===== src/rtl/recon_pkg.sv =====
package recon_pkg;
    typedef enum logic [1:0] {
        OP_MEMBER = 2'b00,
        OP_LAST   = 2'b01,
        OP_FLIP   = 2'b10,
        OP_CLEAR  = 2'b11
    } op_e;
endpackage


===== src/rtl/recon_resp_reg.sv =====
// Response register: serial load from index 0 upward, in-place single-bit flip.
module recon_resp_reg #(
    parameter int W     = 128,
    parameter int IDX_W = $clog2(W)
) (
    input  logic             clk,
    input  logic             rst_n,
    input  logic             shift_en,
    input  logic             shift_bit,
    input  logic             flip_en,
    input  logic [IDX_W-1:0] flip_idx,
    output logic [W-1:0]     resp_q
);
    typedef struct packed {
        logic [W-1:0] resp;
    } st_t;

    st_t st_d, st_q;

    always_comb begin
        st_d = st_q;
        if (shift_en) begin
            st_d.resp = {st_q.resp[W-2:0], shift_bit};
        end else if (flip_en) begin
            st_d.resp[flip_idx] = ~st_q.resp[flip_idx];
        end
    end

    always_ff @(posedge clk or negedge rst_n) begin
        if (!rst_n) st_q <= '0;
        else        st_q <= st_d;
    end

    assign resp_q = st_q.resp;

    // newest serial bit lands at index 0
    p_load_lsb_r2: assert property (@(posedge clk) disable iff (!rst_n)
        $past(rst_n) && $past(shift_en) |-> resp_q[0] == $past(shift_bit));

    // a flip changes exactly one bit
    p_flip_single_r6: assert property (@(posedge clk) disable iff (!rst_n)
        $past(rst_n) && $past(flip_en) && !$past(shift_en)
        |-> $countones(resp_q ^ $past(resp_q)) == 1);

    // no stimulus, no change
    p_hold_r6: assert property (@(posedge clk) disable iff (!rst_n)
        $past(rst_n) && !$past(flip_en) && !$past(shift_en) |-> $stable(resp_q));
endmodule


===== src/rtl/recon_bit_sel.sv =====
// Two-level W:1 selector: LEAF_W:1 within each group, then group select.
module recon_bit_sel #(
    parameter int W      = 128,
    parameter int LEAF_W = 8,
    parameter int IDX_W  = $clog2(W)
) (
    input  logic [W-1:0]     vec,
    input  logic [IDX_W-1:0] idx,
    output logic             bit_o
);
    localparam int GROUPS = W / LEAF_W;
    localparam int LOW_W  = $clog2(LEAF_W);
    localparam int HIGH_W = IDX_W - LOW_W;

    logic [GROUPS-1:0] leaf_bits;
    logic [LOW_W-1:0]  lo_idx;
    logic [HIGH_W-1:0] hi_idx;

    assign lo_idx = idx[LOW_W-1:0];
    assign hi_idx = idx[IDX_W-1:LOW_W];

    for (genvar g = 0; g < GROUPS; g++) begin : g_leaf
        logic [LEAF_W-1:0] slice;
        assign slice        = vec[g*LEAF_W +: LEAF_W];
        assign leaf_bits[g] = slice[lo_idx];
    end

    assign bit_o = leaf_bits[hi_idx];
endmodule


===== src/rtl/recon_cmd_dec.sv =====
// Command decode: qualifies commands with valid and blocks them during load.
module recon_cmd_dec
    import recon_pkg::*;
(
    input  logic       cmd_valid,
    input  logic [1:0] cmd_op,
    input  logic       load_en,
    output logic       acc_en,
    output logic       last_en,
    output logic       flip_en,
    output logic       clr_en
);
    logic live;
    op_e  op;

    always_comb begin
        live    = cmd_valid && !load_en;
        op      = op_e'(cmd_op);
        acc_en  = 1'b0;
        last_en = 1'b0;
        flip_en = 1'b0;
        clr_en  = 1'b0;
        if (live) begin
            unique case (op)
                OP_MEMBER: acc_en  = 1'b1;
                OP_LAST:   last_en = 1'b1;
                OP_FLIP:   flip_en = 1'b1;
                OP_CLEAR:  clr_en  = 1'b1;
                default:   ;
            endcase
        end
    end

    always_comb begin
        a_onehot_r8: assert ($onehot0({acc_en, last_en, flip_en, clr_en}));
    end
endmodule


===== src/rtl/recon_parity_acc.sv =====
// One-bit parity accumulator with registered result strobe.
module recon_parity_acc (
    input  logic clk,
    input  logic rst_n,
    input  logic sel_bit,
    input  logic acc_en,
    input  logic last_en,
    input  logic clr_en,
    output logic par_valid,
    output logic par_bit
);
    typedef struct packed {
        logic acc;
        logic vld;
        logic res;
    } st_t;

    st_t st_d, st_q;

    always_comb begin
        st_d     = st_q;
        st_d.vld = 1'b0;
        if (clr_en) begin
            st_d.acc = 1'b0;
        end else if (last_en) begin
            st_d.res = st_q.acc ^ sel_bit;
            st_d.vld = 1'b1;
            st_d.acc = 1'b0;
        end else if (acc_en) begin
            st_d.acc = st_q.acc ^ sel_bit;
        end
    end

    always_ff @(posedge clk or negedge rst_n) begin
        if (!rst_n) st_q <= '0;
        else        st_q <= st_d;
    end

    assign par_valid = st_q.vld;
    assign par_bit   = st_q.res;

    // result strobe only after a closing command
    p_strobe_src_r5: assert property (@(posedge clk) disable iff (!rst_n)
        par_valid |-> $past(rst_n) && $past(last_en));

    // result holds between strobes
    p_res_hold_r5: assert property (@(posedge clk) disable iff (!rst_n)
        $past(rst_n) && !par_valid |-> $stable(par_bit));
endmodule


===== src/rtl/recon_parity_resp.sv =====
module recon_parity_resp #(
    parameter int RESP_W = 128,
    parameter int LEAF_W = 8,
    parameter int IDX_W  = $clog2(RESP_W)
) (
    input  logic             clk,
    input  logic             rst_n,
    input  logic             load_en,
    input  logic             load_bit,
    input  logic             cmd_valid,
    input  logic [1:0]       cmd_op,
    input  logic [IDX_W-1:0] cmd_idx,
    output logic             par_valid,
    output logic             par_bit
);
    logic              acc_en, last_en, flip_en, clr_en;
    logic [RESP_W-1:0] resp;
    logic              sel_bit;

    recon_cmd_dec u_dec (
        .cmd_valid (cmd_valid),
        .cmd_op    (cmd_op),
        .load_en   (load_en),
        .acc_en    (acc_en),
        .last_en   (last_en),
        .flip_en   (flip_en),
        .clr_en    (clr_en)
    );

    recon_resp_reg #(.W(RESP_W), .IDX_W(IDX_W)) u_resp (
        .clk       (clk),
        .rst_n     (rst_n),
        .shift_en  (load_en),
        .shift_bit (load_bit),
        .flip_en   (flip_en),
        .flip_idx  (cmd_idx),
        .resp_q    (resp)
    );

    recon_bit_sel #(.W(RESP_W), .LEAF_W(LEAF_W), .IDX_W(IDX_W)) u_sel (
        .vec   (resp),
        .idx   (cmd_idx),
        .bit_o (sel_bit)
    );

    recon_parity_acc u_acc (
        .clk       (clk),
        .rst_n     (rst_n),
        .sel_bit   (sel_bit),
        .acc_en    (acc_en),
        .last_en   (last_en),
        .clr_en    (clr_en),
        .par_valid (par_valid),
        .par_bit   (par_bit)
    );

    // a result follows a live closing command at the ports
    p_result_after_last_r3: assert property (@(posedge clk) disable iff (!rst_n)
        $past(rst_n) && $past(cmd_valid && cmd_op == 2'b01 && !load_en) |-> par_valid);

    // no result after a load cycle
    p_quiet_in_load_r8: assert property (@(posedge clk) disable iff (!rst_n)
        $past(rst_n) && $past(load_en) |-> !par_valid);

    // reset leaves the result strobe low
    p_reset_quiet_r1: assert property (@(posedge clk) disable iff (!rst_n)
        !$past(rst_n) |-> !par_valid);
endmodule


===== config.mk =====
export PLATFORM = sky130hd
export DESIGN_NAME = recon_parity_resp
export DESIGN_NICKNAME = d
export VERILOG_FILES = /design/src/rtl/recon_pkg.sv /design/src/rtl/recon_resp_reg.sv /design/src/rtl/recon_bit_sel.sv /design/src/rtl/recon_cmd_dec.sv /design/src/rtl/recon_parity_acc.sv /design/src/rtl/recon_parity_resp.sv
export SDC_FILE = /design/constraint.sdc
export NUM_CORES = 1
export LEC_CHECK = 0
export CAP_MARGIN = 20
export CORE_ASPECT_RATIO = 1.1
export CORE_MARGIN = 4
export CORE_UTILIZATION = 30
export DETAILED_ROUTE_END_ITERATION = 10
export GPL_TIMING_DRIVEN = 0
export PLACE_DENSITY = 0.4
export SLEW_MARGIN = 20
export SYNTH_ARGS = -nofsm -noshare
export SYNTH_HDL_FRONTEND = slang
export SYNTH_HIERARCHICAL = 1
export SYNTH_SLANG_ARGS = --single-unit

===== constraint.sdc =====
create_clock -name clk -period 2.7 [get_ports clk]
set_input_delay 0.675 -clock clk [delete_from_list [all_inputs] [get_ports clk]]
set_output_delay 0.675 -clock clk [all_outputs]
set_load 0.05 [all_outputs]

# Word level (Yosys, flattened, before mapping)
# Cells that the tools add are included.
[op_classes]
mux = 54
bitwise = 3
multipliers = 0
eq_ne = 3
add_sub_neg = 0
order_cmp = 4
div_mod_pow = 0
n_reduce_logical = 7
shift = 0
[op_table]
columns = ["op", "count"]
rows = [
  ["two-way mux 128 bit", 2],
  ["bitwise mux 128 bit", 1],
  ["binary-select mux 1 bit (select 3 bit)", 16],
  ["two-way mux 1 bit", 30],
  ["< comparator 7 x 8 -> 1 bit, second input constant", 1],
  ["binary-select mux 1 bit (select 7 bit)", 1],
  ["demux 1 bit (select 7 bit)", 1],
  ["greater-or-equal comparator 7 x 1 -> 1 bit, second input constant", 1],
  ["< comparator 4 x 5 -> 1 bit, second input constant", 1],
  ["binary-select mux 1 bit (select 4 bit)", 1],
  ["== test 2 bit, second input constant", 2],
  ["< comparator 3 x 4 -> 1 bit, second input constant", 1],
  ["two-way mux 2 bit", 2],
  ["nonzero test 3 bit", 1],
  ["== test 2 x 1 -> 1 bit, second input constant", 1],
  ["logical AND 1 bit", 2],
  ["zero test 2 bit", 1],
  ["inverter 1 bit", 2],
  ["AND reduction 2 bit", 1],
  ["nonzero test 2 bit", 1],
  ["zero test 1 bit", 1],
  ["bitwise XOR 1 bit", 1],
]
[word_totals]
memories = 0
reg_bits = 131
input_bits = 14
mem_bits_rw = 0
latch_bits = 0
word_cells = 75
mem_bits_ro = 0

# Logic depth before layout (Yosys ltp)
# Gate-level depths: netlist (run 1).
[logic_depth]
depth_word = 8
ltp_mapped = 11
ltp_nobuf = 7

# Hierarchy
# Netlist (run 1), hierarchy kept.
[modules_own_cells]
columns = ["mod", "cells_per_inst", "n_inst", "area_per_inst_um2"]
rows = [
  ["recon_resp_reg", 787, 1, 7729.9],
  ["recon_bit_sel", 86, 1, 1113.6],
  ["recon_parity_acc", 9, 1, 142.6],
  ["recon_cmd_dec", 4, 1, 50.0],
]

# Worst setup path after synthesis (run 1)
# OpenSTA, ideal clock, no wires.
[synth_path]
kind = "input to register"
start = "input cmd_idx[0]"
end = "register u_resp.st_q, in the netlist u_resp/resp_q[57]"
arrival_ps = 2731
required_ps = 2618
setup_slack_ps = -113
setup_ps = 82
cell_stages = 9
cell_sequence = "buf_2 -> mux4_2 -> mux2_2 -> a22o_1 -> a2111oi_2 -> o31ai_2 -> buf_4 -> buf_6 -> a31oi_1"
[synth_between]
elab_chain_cells = 7
[synth_rtl]
columns = ["item", "line_no", "rtl"]
rows = [
  ["start, declared", "recon_parity_resp.sv:12", "input logic [IDX_W-1:0] cmd_idx,"],
  ["< comparator 7 x 8 -> 1 bit (not written as such) or greater-or-equal comparator 7 x 1 -> 1 bit (tied branches)", "recon_resp_reg.sv:25", "st_d.resp[flip_idx] = ~st_q.resp[flip_idx];"],
  ["logical AND 1 bit (not written as such)", "recon_resp_reg.sv:25", ""],
  ["two-way mux 1 bit (not written as such)", "recon_resp_reg.sv:25", ""],
  ["demux 1 bit (select 7 bit)", "n/a", ""],
  ["bitwise mux 128 bit (*)", "recon_resp_reg.sv:25", ""],
  ["two-way mux 128 bit (*)", "recon_resp_reg.sv:24", "end else if (flip_en) begin"],
  ["two-way mux 128 bit (*)", "recon_resp_reg.sv:22", "if (shift_en) begin"],
  ["end signal, assigned", "recon_resp_reg.sv:31", "else st_q <= st_d;"],
  ["end, declared", "recon_resp_reg.sv:18", "st_t st_d, st_q;"],
]
# Mark *: on every way between the ends. The rest lies on a longest branch, timed or not. The select of a mux whose other input is x is not followed.
# A chain may end at the register's enable or synchronous reset.

# Final worst setup path (run 1)
[layout_path]
start = "input load_en"
end = "register u_resp.st_q, in the netlist u_resp/resp_q[59]"
[layout_between]
elab_chain_cells = 4
[layout_rtl]
columns = ["item", "line_no", "rtl"]
rows = [
  ["start, declared", "recon_parity_resp.sv:8", "input logic load_en,"],
  ["zero test 1 bit", "recon_cmd_dec.sv:17", "live = cmd_valid && !load_en;"],
  ["logical AND 1 bit", "recon_cmd_dec.sv:17", ""],
  ["two-way mux 1 bit", "recon_cmd_dec.sv:23", "if (live) begin"],
  ["named net flip_en", "recon_parity_resp.sv:16", "logic acc_en, last_en, flip_en, clr_en;"],
  ["nonzero test 2 bit (no line)", "n/a", ""],
]
# The timed path passes the listed nets, and every way through them passes these cells.

==> results of run 1 <==
worst register-to-register path, stage by stage (launching register included):
cell	delay (ns)
dfrtp_1	0.43
mux4_2	0.50
mux2_2	0.29
a22o_1	0.21
a2111oi_4	0.33
o31ai_2	0.12
buf_4	0.18
buf_12	0.16
buf_4	0.15
a31oi_1	0.17
routing by layer:
layer	share of wire	track usage	up-vias
li1	-	-	3678
met1	0.43	0.329	4519
met2	0.47	0.388	349
met3	0.060	0.0372	83
met4	0.039	0.105	0
met5	0	0	-
final timing paths:
| check | from | to | slack [ns] |
|---|---|---|---|
| worst max-delay path | load_en | u_resp/resp_q[59] | 0.03 |
| worst min-delay path | rst_n | u_resp/resp_q[12] | 0.15 |
| worst max register to register | u_resp/resp_q[94] | u_resp/resp_q[32] | 0.07 |
| worst min register to register | u_acc/par_bit | u_acc/par_bit | 0.51 |
| max in group asynchronous | rst_n | u_resp/resp_q[79] | 1.77 |
| min in group clk | u_acc/par_bit | u_acc/par_bit | 0.51 |
cell families (layout without fill, tap and decap cells):
logic type | count (synthesis) | in the layout | share of synthesized area
flip-flops | 131 | 131 | 0.363
multiplexers | 87 | 87 | 0.163
AND/OR/NAND/NOR | 245 | 245 | 0.161
buffers and inverters | 116 | 174 | 0.0583
XOR/XNOR | 1 | 1 | 0.000969
AO/OA/AOI/OAI | 306 | 306 | 0.255
power by group:
part | switching, uW | total [uW] | internal, uW
registers | 174 | 2280 | 2100
logic | 607 | 1100 | 497
clock network | 992 | 2340 | 1350
total | 1770 | 5720 | 3950
final cells by class:
type	count	area, um^2
well taps	374	468
clock inverters	14	141
plain buffers	111	754
flip-flops and latches	131	3280
clock buffers	17	425
multi-input cells	639	5450
inverters	5	22.5
fillers	2984	18800
repair buffers	27	295
registers in the layout, summed over array words and instances (netlist names):
signal / count
u_acc/par_valid: 1
u_acc/par_bit: 1
u_resp/resp_q: 128
u_acc/st_q: 1
layout by cell type, fill, tap and decap left out, drive strengths merged, types with 4 or more instances in the layout:
| cell | Yosys | routed |
|---|---|---|
| dfrtp | 131 | 131 |
| mux2i | 29 | 29 |
| a2111oi | 7 | 7 |
| mux4 | 45 | 45 |
| clkinvlp | 0 | 5 |
| nor2 | 30 | 30 |
| nand3 | 7 | 7 |
| clkbuf | 80 | 93 |
| clkinv | 0 | 8 |
| nand3b | 8 | 8 |
| nor4 | 6 | 6 |
| a31oi | 130 | 130 |
| nor3 | 7 | 7 |
| clkdlybuf4s50 | 0 | 7 |
| nor2b | 135 | 135 |
| o22ai | 5 | 5 |
| inv | 5 | 4 |
| a21oi | 4 | 4 |
| a211oi | 4 | 4 |
| a221oi | 127 | 127 |
| nand2 | 22 | 22 |
| o21ai | 8 | 8 |
| mux2 | 13 | 13 |
| nand2b | 7 | 7 |
| o211ai | 4 | 4 |
| buf | 31 | 51 |
through the flow:
step,instances,utilization,cell area (um^2)
6_report,1318,0.365,10800
5_1_grt,1318,0.365,10800
4_1_cts,1313,0.355,10500
3_5_place_dp,1275,0.327,9700
3_3_place_gp,1274,0.326,9670
2_1_floorplan,886,-,9060
what timing repair did:
action	CTS	global route
buffers inserted	7	5
pin swaps	3	3
hold endpoints to repair	0	0
resized for setup	107	99
setup endpoints to repair	130	129
==> run_results.csv, run 1 <==
group,metric,value,unit
grt,grt-ovfl-total,0,
grt,grt_pass1_vias,8759,
timing,drv_slew,0,
synth,yosysSeqAreaShare,0.363,
power_and_ir_drop,p_leak,0.00430,uW
synth,ys_types,58,
synth,netlist_top_cells_count,"nor2b_1, dfrtp_1, a31oi_1",
clocking,htree_levels,4,
timing,worst_pin_slew,0.599,ns
drt,num_vias,8629,
clocking,clkSinkCount,131,
outcome,status,"finished clean",
synth,synthArstFlopShare,1.00,
place,portBuffers,14,
die,start_util,0.305,
cells_and_area,antennaDiodeCount,0,
critical_path,crit_buf_inv,2,
timing,finalCriticalPeriod,2.67,ns
power_and_ir_drop,peakVddDrop,0.000373,V
synth,synth_nets,900,
timing,finalSetupTns,0,ns
timing,setup_viol,0,
synth,yosys-top-cells-area,"dfrtp_1, a221oi_1, mux4_2",
timing,fmax,0.374,GHz
drt,drt-pass1-iter-count,6,
critical_path,critical-path-top-delay-family,"buffers and inverters",
clocking,holdBufCountCts,0,
die,io_pins,16,
critical_path,worst-path-stages,7,
clocking,cts_max_path_buffers,2,
critical_path,critPathSlowestCell,"clkdlybuf4s50_1",
critical_path,worstSetupStartpointType,"input port",
critical_path,crit_chain,"clkdlybuf4s50_1 > and4bb_2 > nand2_1 > nor2_1 > clkbuf_4 > a221oi_1 > a31oi_1",
grt,grt_max_degree,75,
timing,fin_skew,0.0166,ns
synth,ys.flop_type,"dfrtp_1",
die,fp.dieW,173,um
synth,synthCells,886,
synth,synth_top_area_share,0.363,
clocking,clock_latency,0.44,ns
drt,drt_iter0_drc,851,
place,place_congestion,0.888,
drt,drc,0,
drt,viasPerCell,6.55,
synth,synth_top_cell_by_area,"dfrtp_1",
timing,hold_viol,0,
die,core,29600,um^2
synth,synth_most_common_cell,"nor2b_1",
critical_path,cp.arrival,3.02,ns
synth,avgSynthCellArea,10.2,um^2
power_and_ir_drop,power.density,528,nW/um^2
clocking,clk_transition_reported_paths,0.06,ns
critical_path,worst_r2r_path_depth,9,
critical_path,required,3.05,ns
critical_path,max_stage_delay,0.60,ns
cells_and_area,fin_nets,946,
cells_and_area,drive_above_1_share,0.248,
place,dp_slack,-1.94,ns
clocking,cts_tree,"done",
power_and_ir_drop,power,5720,uW
place,dp_hpwl,27500,um
cells_and_area,synthToLayoutAreaGrowth,19.9,%
timing,period_share,0.989,
timing,hold-worst-slack,0.155,ns
synth,synth_edf_count,0,
min_path,min-delay-path-class,"input port to asynchronous set/reset pin",
synth,synth_seq_cells,131,
die,num_rows,66,
clocking,cts_buffers,17,
critical_path,cp_max_fo,10,
drt,wirelength,40300,um
grt,grt_use_total,0.243,
die,die-area,33000,um^2
grt,antenna_found_initial,0,
drt,drtAntennaViolNets,0,
clocking,cts_root_buf,"clkbuf_16",
critical_path,critPathKind,"input port to flop",
critical_path,cp-end-kind,"flop",
timing,setup_ws,0.0286,ns
die,fp.dieH,190,um
timing,relSlewSlack,0.599,
timing,rsz0062_at_grt,"yes",
drt,wl_per_cell,30.6,um
synth,synth_area,9040,um^2
job,maxCapViolCount,0,
grt,grt_pass1_wl,60300,um
synth,ys_warn_count,6,
(Power assumes the default switching activity.)
==> inputs of run 2 (changes only) <==
--- a/config.mk
+++ b/config.mk
@@ -8,10 +8,10 @@
 export CAP_MARGIN = 20
 export CORE_ASPECT_RATIO = 1.1
 export CORE_MARGIN = 4
-export CORE_UTILIZATION = 30
+export CORE_UTILIZATION = 50
 export DETAILED_ROUTE_END_ITERATION = 10
 export GPL_TIMING_DRIVEN = 0
-export PLACE_DENSITY = 0.4
+export PLACE_DENSITY = 0.62
 export SLEW_MARGIN = 20
 export SYNTH_ARGS = -nofsm -noshare
 export SYNTH_HDL_FRONTEND = slang
==> run_results.csv, run 2 (same netlist as run 1, synthesis figures left out) <==
group,metric,value,unit
timing,setup_ws,-0.0313,ns
critical_path,critical-path-top-delay-family,"buffers and inverters",
drt,drt_iter0_drc,1724,
timing,setup_viol,35,
drt,drc,0,
clocking,cts_root_buf,"clkbuf_16",
critical_path,startpoint,"cmd_idx[4]",
die,fp.dieH,149,um
grt,grt-ovfl-total,0,
timing,finalCriticalPeriod,2.73,ns
clocking,clkSinkCount,131,
cells_and_area,n_fill_cell,1528,
die,core,17700,um^2
critical_path,timing.rr.end,"u_resp/resp_q[86]",
critical_path,cp-end-kind,"flop",
timing,fmax,0.366,GHz
die,num_rows,51,
min_path,min-delay-path-class,"input port to asynchronous set/reset pin",
drt,wl_per_cell,30.6,um
place,dp.cells,1139,
drt,drt-pass1-iter-count,8,
grt,grt_use_total,0.359,
grt,antenna_found_initial,0,
clocking,clk_transition_reported_paths,0.06,ns
timing,fin_skew,0.0102,ns
critical_path,worst-path-stages,10,
drt,drtAntennaViolNets,0,
grt,grt_max_degree,68,
critical_path,critPathSlowestCell,"nor4_2",
place,place_congestion,1.01,
critical_path,worstSetupStartpointType,"input port",
power_and_ir_drop,p_leak,0.00426,uW
critical_path,required,2.98,ns
job,maxCapViolCount,0,
critical_path,crit_chain,"clkdlybuf4s15_2 > clkbuf_4 > nand2_1 > nor4_2 > a2111oi_4 > o31ai_2 > buf_4 > buf_8 > buf_6 > a31oi_1",
die,start_util,0.509,
power_and_ir_drop,power.density,554,nW/um^2
critical_path,rrSetupSlack,-0.02,ns
cells_and_area,synthToLayoutAreaGrowth,17.4,%
die,fp.dieW,136,um
die,die-area,20300,um^2
cells_and_area,drive_above_1_share,0.223,
cells_and_area,fin_cells,1180,
die,io_pins,16,
timing,worst_pin_slew,0.614,ns
timing,hold_viol,0,
clocking,cts_max_path_buffers,2,
grt,grt_pass1_wl,54300,um
clocking,cts_tree,"done",
critical_path,critPathKind,"input port to flop",
clocking,cts_buffers,17,
timing,relSlewSlack,0.591,
place,portBuffers,14,
critical_path,r2r_start,"u_resp/resp_q[95]",
power_and_ir_drop,peakVddDrop,0.000474,V
place,dp_slack,-1.72,ns
critical_path,cp.arrival,3.01,ns
outcome,status,"finished, violations left",
cells_and_area,antennaDiodeCount,0,
critical_path,worst_r2r_path_depth,9,
critical_path,max_stage_delay,0.44,ns
clocking,htree_levels,4,
cells_and_area,layout_commonest_cell,"nor2b_1",
clocking,clock_latency,0.43,ns
drt,wirelength,36100,um
timing,rsz0062_at_grt,"yes",
critical_path,crit_buf_inv,5,
cells_and_area,fin_nets,944,
drt,num_vias,9124,
timing,period_share,1.01,
drt,viasPerCell,7.73,
grt,grt_pass1_vias,8804,
cells_and_area,most-common-layout-cells,"nor2b_1, dfrtp_1, a31oi_1, a221oi_1, mux4_2",
critical_path,cp_max_fo,11,
timing,drv_slew,0,
cells_and_area,largest_reg_flops,128,
place,dp_hpwl,23300,um
outcome,violations,"setup timing",
-- run 2: timing repair --
action / in CTS / in global routing
resized for setup: 98 / 62
hold buffers: 0 / 0
pin swaps: 5 / 6
endpoints found under the setup margin: 130 / 129
setup buffers: 8 / 2
-- run 2: power breakdown --
part	internal (uW)	switching, uW	total [uW]
logic	481	605	1090
registers	2100	161	2270
clock network	1590	933	2530
-- run 2: worst max-delay path by stage --
stage | end | slack [ns]
finish | u_resp/resp_q[86] | -0.03
global route | u_resp/resp_q[76] | -0.07
CTS | u_resp/resp_q[118] | 0.0004
detailed placement | u_resp/resp_q[58] | -1.72
global placement | u_resp/resp_q[70] | -4.26
floorplan | u_resp/resp_q[57] | 0.002
-- run 2: area by class of cell --
| type | instances | area, um^2 | share of cell area |
|---|---|---|---|
| sequential | 131 | 3280 | 0.309 |
| inverter | 5 | 22.5 | 0.00212 |
| clock inverter | 8 | 123 | 0.0116 |
| multi-input combinational | 639 | 5390 | 0.508 |
| tap | 238 | 298 | 0.0281 |
| clock buffer | 23 | 508 | 0.0479 |
| buffer | 111 | 728 | 0.0686 |
| timing repair buffer | 25 | 262 | 0.0246 |
-- run 2: per-stage QoR --
stage	total power (uW)	TNS [ns]	hold WS [ns]	util	area, um^2
floorplan	2910	0	0.379	-	9060
global placement	3230	-747.10	0.499	0.535	9500
detailed placement	3270	-198.59	0.492	0.537	9530
CTS	5820	0	0.204	0.588	10400
global route	6060	-1.40	0.223	0.598	10600
finish	5880	-0.440	0.179	0.598	10600
-- run 2: metal layers --
metal  vias to the layer above  part of all wire  GRT usage
li1                       3661                 -          -
met1                      4517              0.37      0.492
met2                       783              0.42      0.503
met3                       163              0.14      0.105
met4                         0             0.068      0.215
met5                         -                 0          0
==> inputs of run 3 (changes only) <==
--- a/config.mk
+++ b/config.mk
@@ -17,3 +17,4 @@
 export SYNTH_HDL_FRONTEND = slang
 export SYNTH_HIERARCHICAL = 1
 export SYNTH_SLANG_ARGS = --single-unit
+export TNS_END_PERCENT = 50
==> run_results.csv, run 3 (same netlist as run 1, synthesis figures left out) <==
group,metric,value,unit
clocking,clock_latency,0.43,ns
cells_and_area,post-route-util,0.600,
power_and_ir_drop,power,5880,uW
timing,fin_skew,0.0125,ns
timing,relSlewSlack,0.602,
timing,fmax,0.361,GHz
cells_and_area,most-common-layout-cells,"nor2b_1, dfrtp_1, a221oi_1",
power_and_ir_drop,p_leak,0.00428,uW
die,start_util,0.509,
critical_path,rrSetupSlack,-0.04,ns
die,die-area,20300,um^2
cells_and_area,largest_reg_flops,128,
job,maxCapViolCount,0,
place,dp_slack,-1.72,ns
min_path,min-delay-path-class,"input port to asynchronous set/reset pin",
timing,drv_slew,0,
place,place_congestion,1.01,
drt,drt-pass1-iter-count,7,
critical_path,worst_r2r_path_depth,9,
drt,viasPerCell,7.67,
outcome,status,"finished, violations left",
clocking,cts_tree,"done",
grt,grt_max_degree,68,
critical_path,cp-end-kind,"flop",
clocking,cts_root_buf,"clkbuf_16",
timing,finalCriticalPeriod,2.77,ns
cells_and_area,synthToLayoutAreaGrowth,17.7,%
die,num_rows,51,
place,dp.cells,1139,
clocking,cts_buffers,17,
clocking,cts_max_path_buffers,2,
critical_path,cp_max_fo,7,
cells_and_area,antennaDiodeCount,0,
place,dp_hpwl,23300,um
drt,drt_iter0_drc,1558,
cells_and_area,layout_commonest_cell,"nor2b_1",
drt,drtAntennaViolNets,0,
power_and_ir_drop,power.density,553,nW/um^2
drt,drc,0,
power_and_ir_drop,peakVddDrop,0.000472,V
drt,wl_per_cell,30.5,um
critical_path,r2r_start,"u_resp/resp_q[95]",
die,io_pins,16,
outcome,violations,"setup timing",
timing,setup_viol,21,
timing,setup_ws,-0.0677,ns
cells_and_area,drive_above_1_share,0.227,
grt,grt_use_total,0.359,
grt,antenna_found_initial,0,
grt,grt_pass1_vias,8804,
drt,wirelength,36100,um
clocking,clk_transition_reported_paths,0.06,ns
die,fp.dieH,149,um
clocking,clkSinkCount,131,
clocking,htree_levels,4,
place,portBuffers,14,
critical_path,worstSetupStartpointType,"input port",
cells_and_area,fin_cells,1184,
critical_path,cp.arrival,3.08,ns
grt,grt-ovfl-total,0,
grt,grt_pass1_wl,54300,um
critical_path,required,3.01,ns
die,fp.dieW,136,um
timing,hold_viol,0,
drt,num_vias,9076,
timing,rsz0062_at_grt,"yes",
timing,worst_pin_slew,0.590,ns
die,core,17700,um^2
cells_and_area,fin_nets,948,
clocking,holdBufCountCts,0,
critical_path,critPathKind,"input port to flop",
critical_path,timing.rr.end,"u_resp/resp_q[86]",
timing,period_share,1.03,
-- run 3: changes by cell type in the layout (fill, tap and decap cells not counted) --
cell and change:
a31oi_1 -2, a31oi_2 +2, buf_2 +1, buf_4 +6
buf_6 -1, buf_8 -1, clkbuf_4 -1, dfrtp_1 +1
dfrtp_2 -1
-- run 3: timing repair --
action,in CTS,in global routing
pin swaps,4,2
hold endpoints to repair,0,0
buffers inserted,8,6
setup endpoints to repair,130,129
resized for setup,95,63
gates cloned,0,0
-- run 3: how the worst max path moves through the flow --
| stage | from | end | slack, ns |
|---|---|---|---|
| after floorplan | cmd_idx[2] | u_resp/resp_q[57] | 0.002 |
| after global placement | rst_n | u_resp/resp_q[70] | -4.26 |
| after detailed placement | cmd_idx[1] | u_resp/resp_q[58] | -1.72 |
| after CTS | cmd_idx[1] | u_acc/par_bit | -0.007 |
| after global routing | cmd_idx[5] | u_resp/resp_q[94] | -0.09 |
| final | cmd_idx[1] | u_acc/par_bit | -0.07 |
-- run 3: area by class of cell --
cell class	instances	area (um^2)
Clock inverter	8	123
Clock buffer	23	508
Sequential cell	131	3280
Buffer	111	722
Inverter	5	22.5
Multi-Input combinational cell	639	5400
Fill cell	1525	7100
Timing Repair Buffer	29	284
Tap cell	238	298
-- run 3: where the power goes --
group          switching [uW]  total [uW]  internal, uW
clock network             932        2520          1590
logic                     608        1090           484
registers                 162        2270          2100
-- run 3: layer usage --
metal  track usage  vias to the layer above  routed length, um
li1              -                     3672                  -
met5             0                        -                  0
met3         0.105                      160               5130
met1         0.492                     4507              13300
met4         0.215                        0               2430
met2         0.503                      737              15300
-- run 3: per-stage QoR --
stage	TNS, ns	instance area, um^2	hold WS [ns]
finish	-0.284	10600	0.182
detailed placement	-198.59	9530	0.492
floorplan	0	9060	0.379
global route	-2.19	10600	0.223
global placement	-747.10	9500	0.499
CTS	-0.00918	10400	0.204
-- run 3: worst max-delay path, stage by stage --
cell and delay [ns]:
buf_4 0.12, buf_12 0.12, mux4_2 0.49, mux4_2 0.52
and3b_1 0.18, a31oi_1 0.19, nand4_1 0.27, xor2_1 0.24
mux2_4 0.26
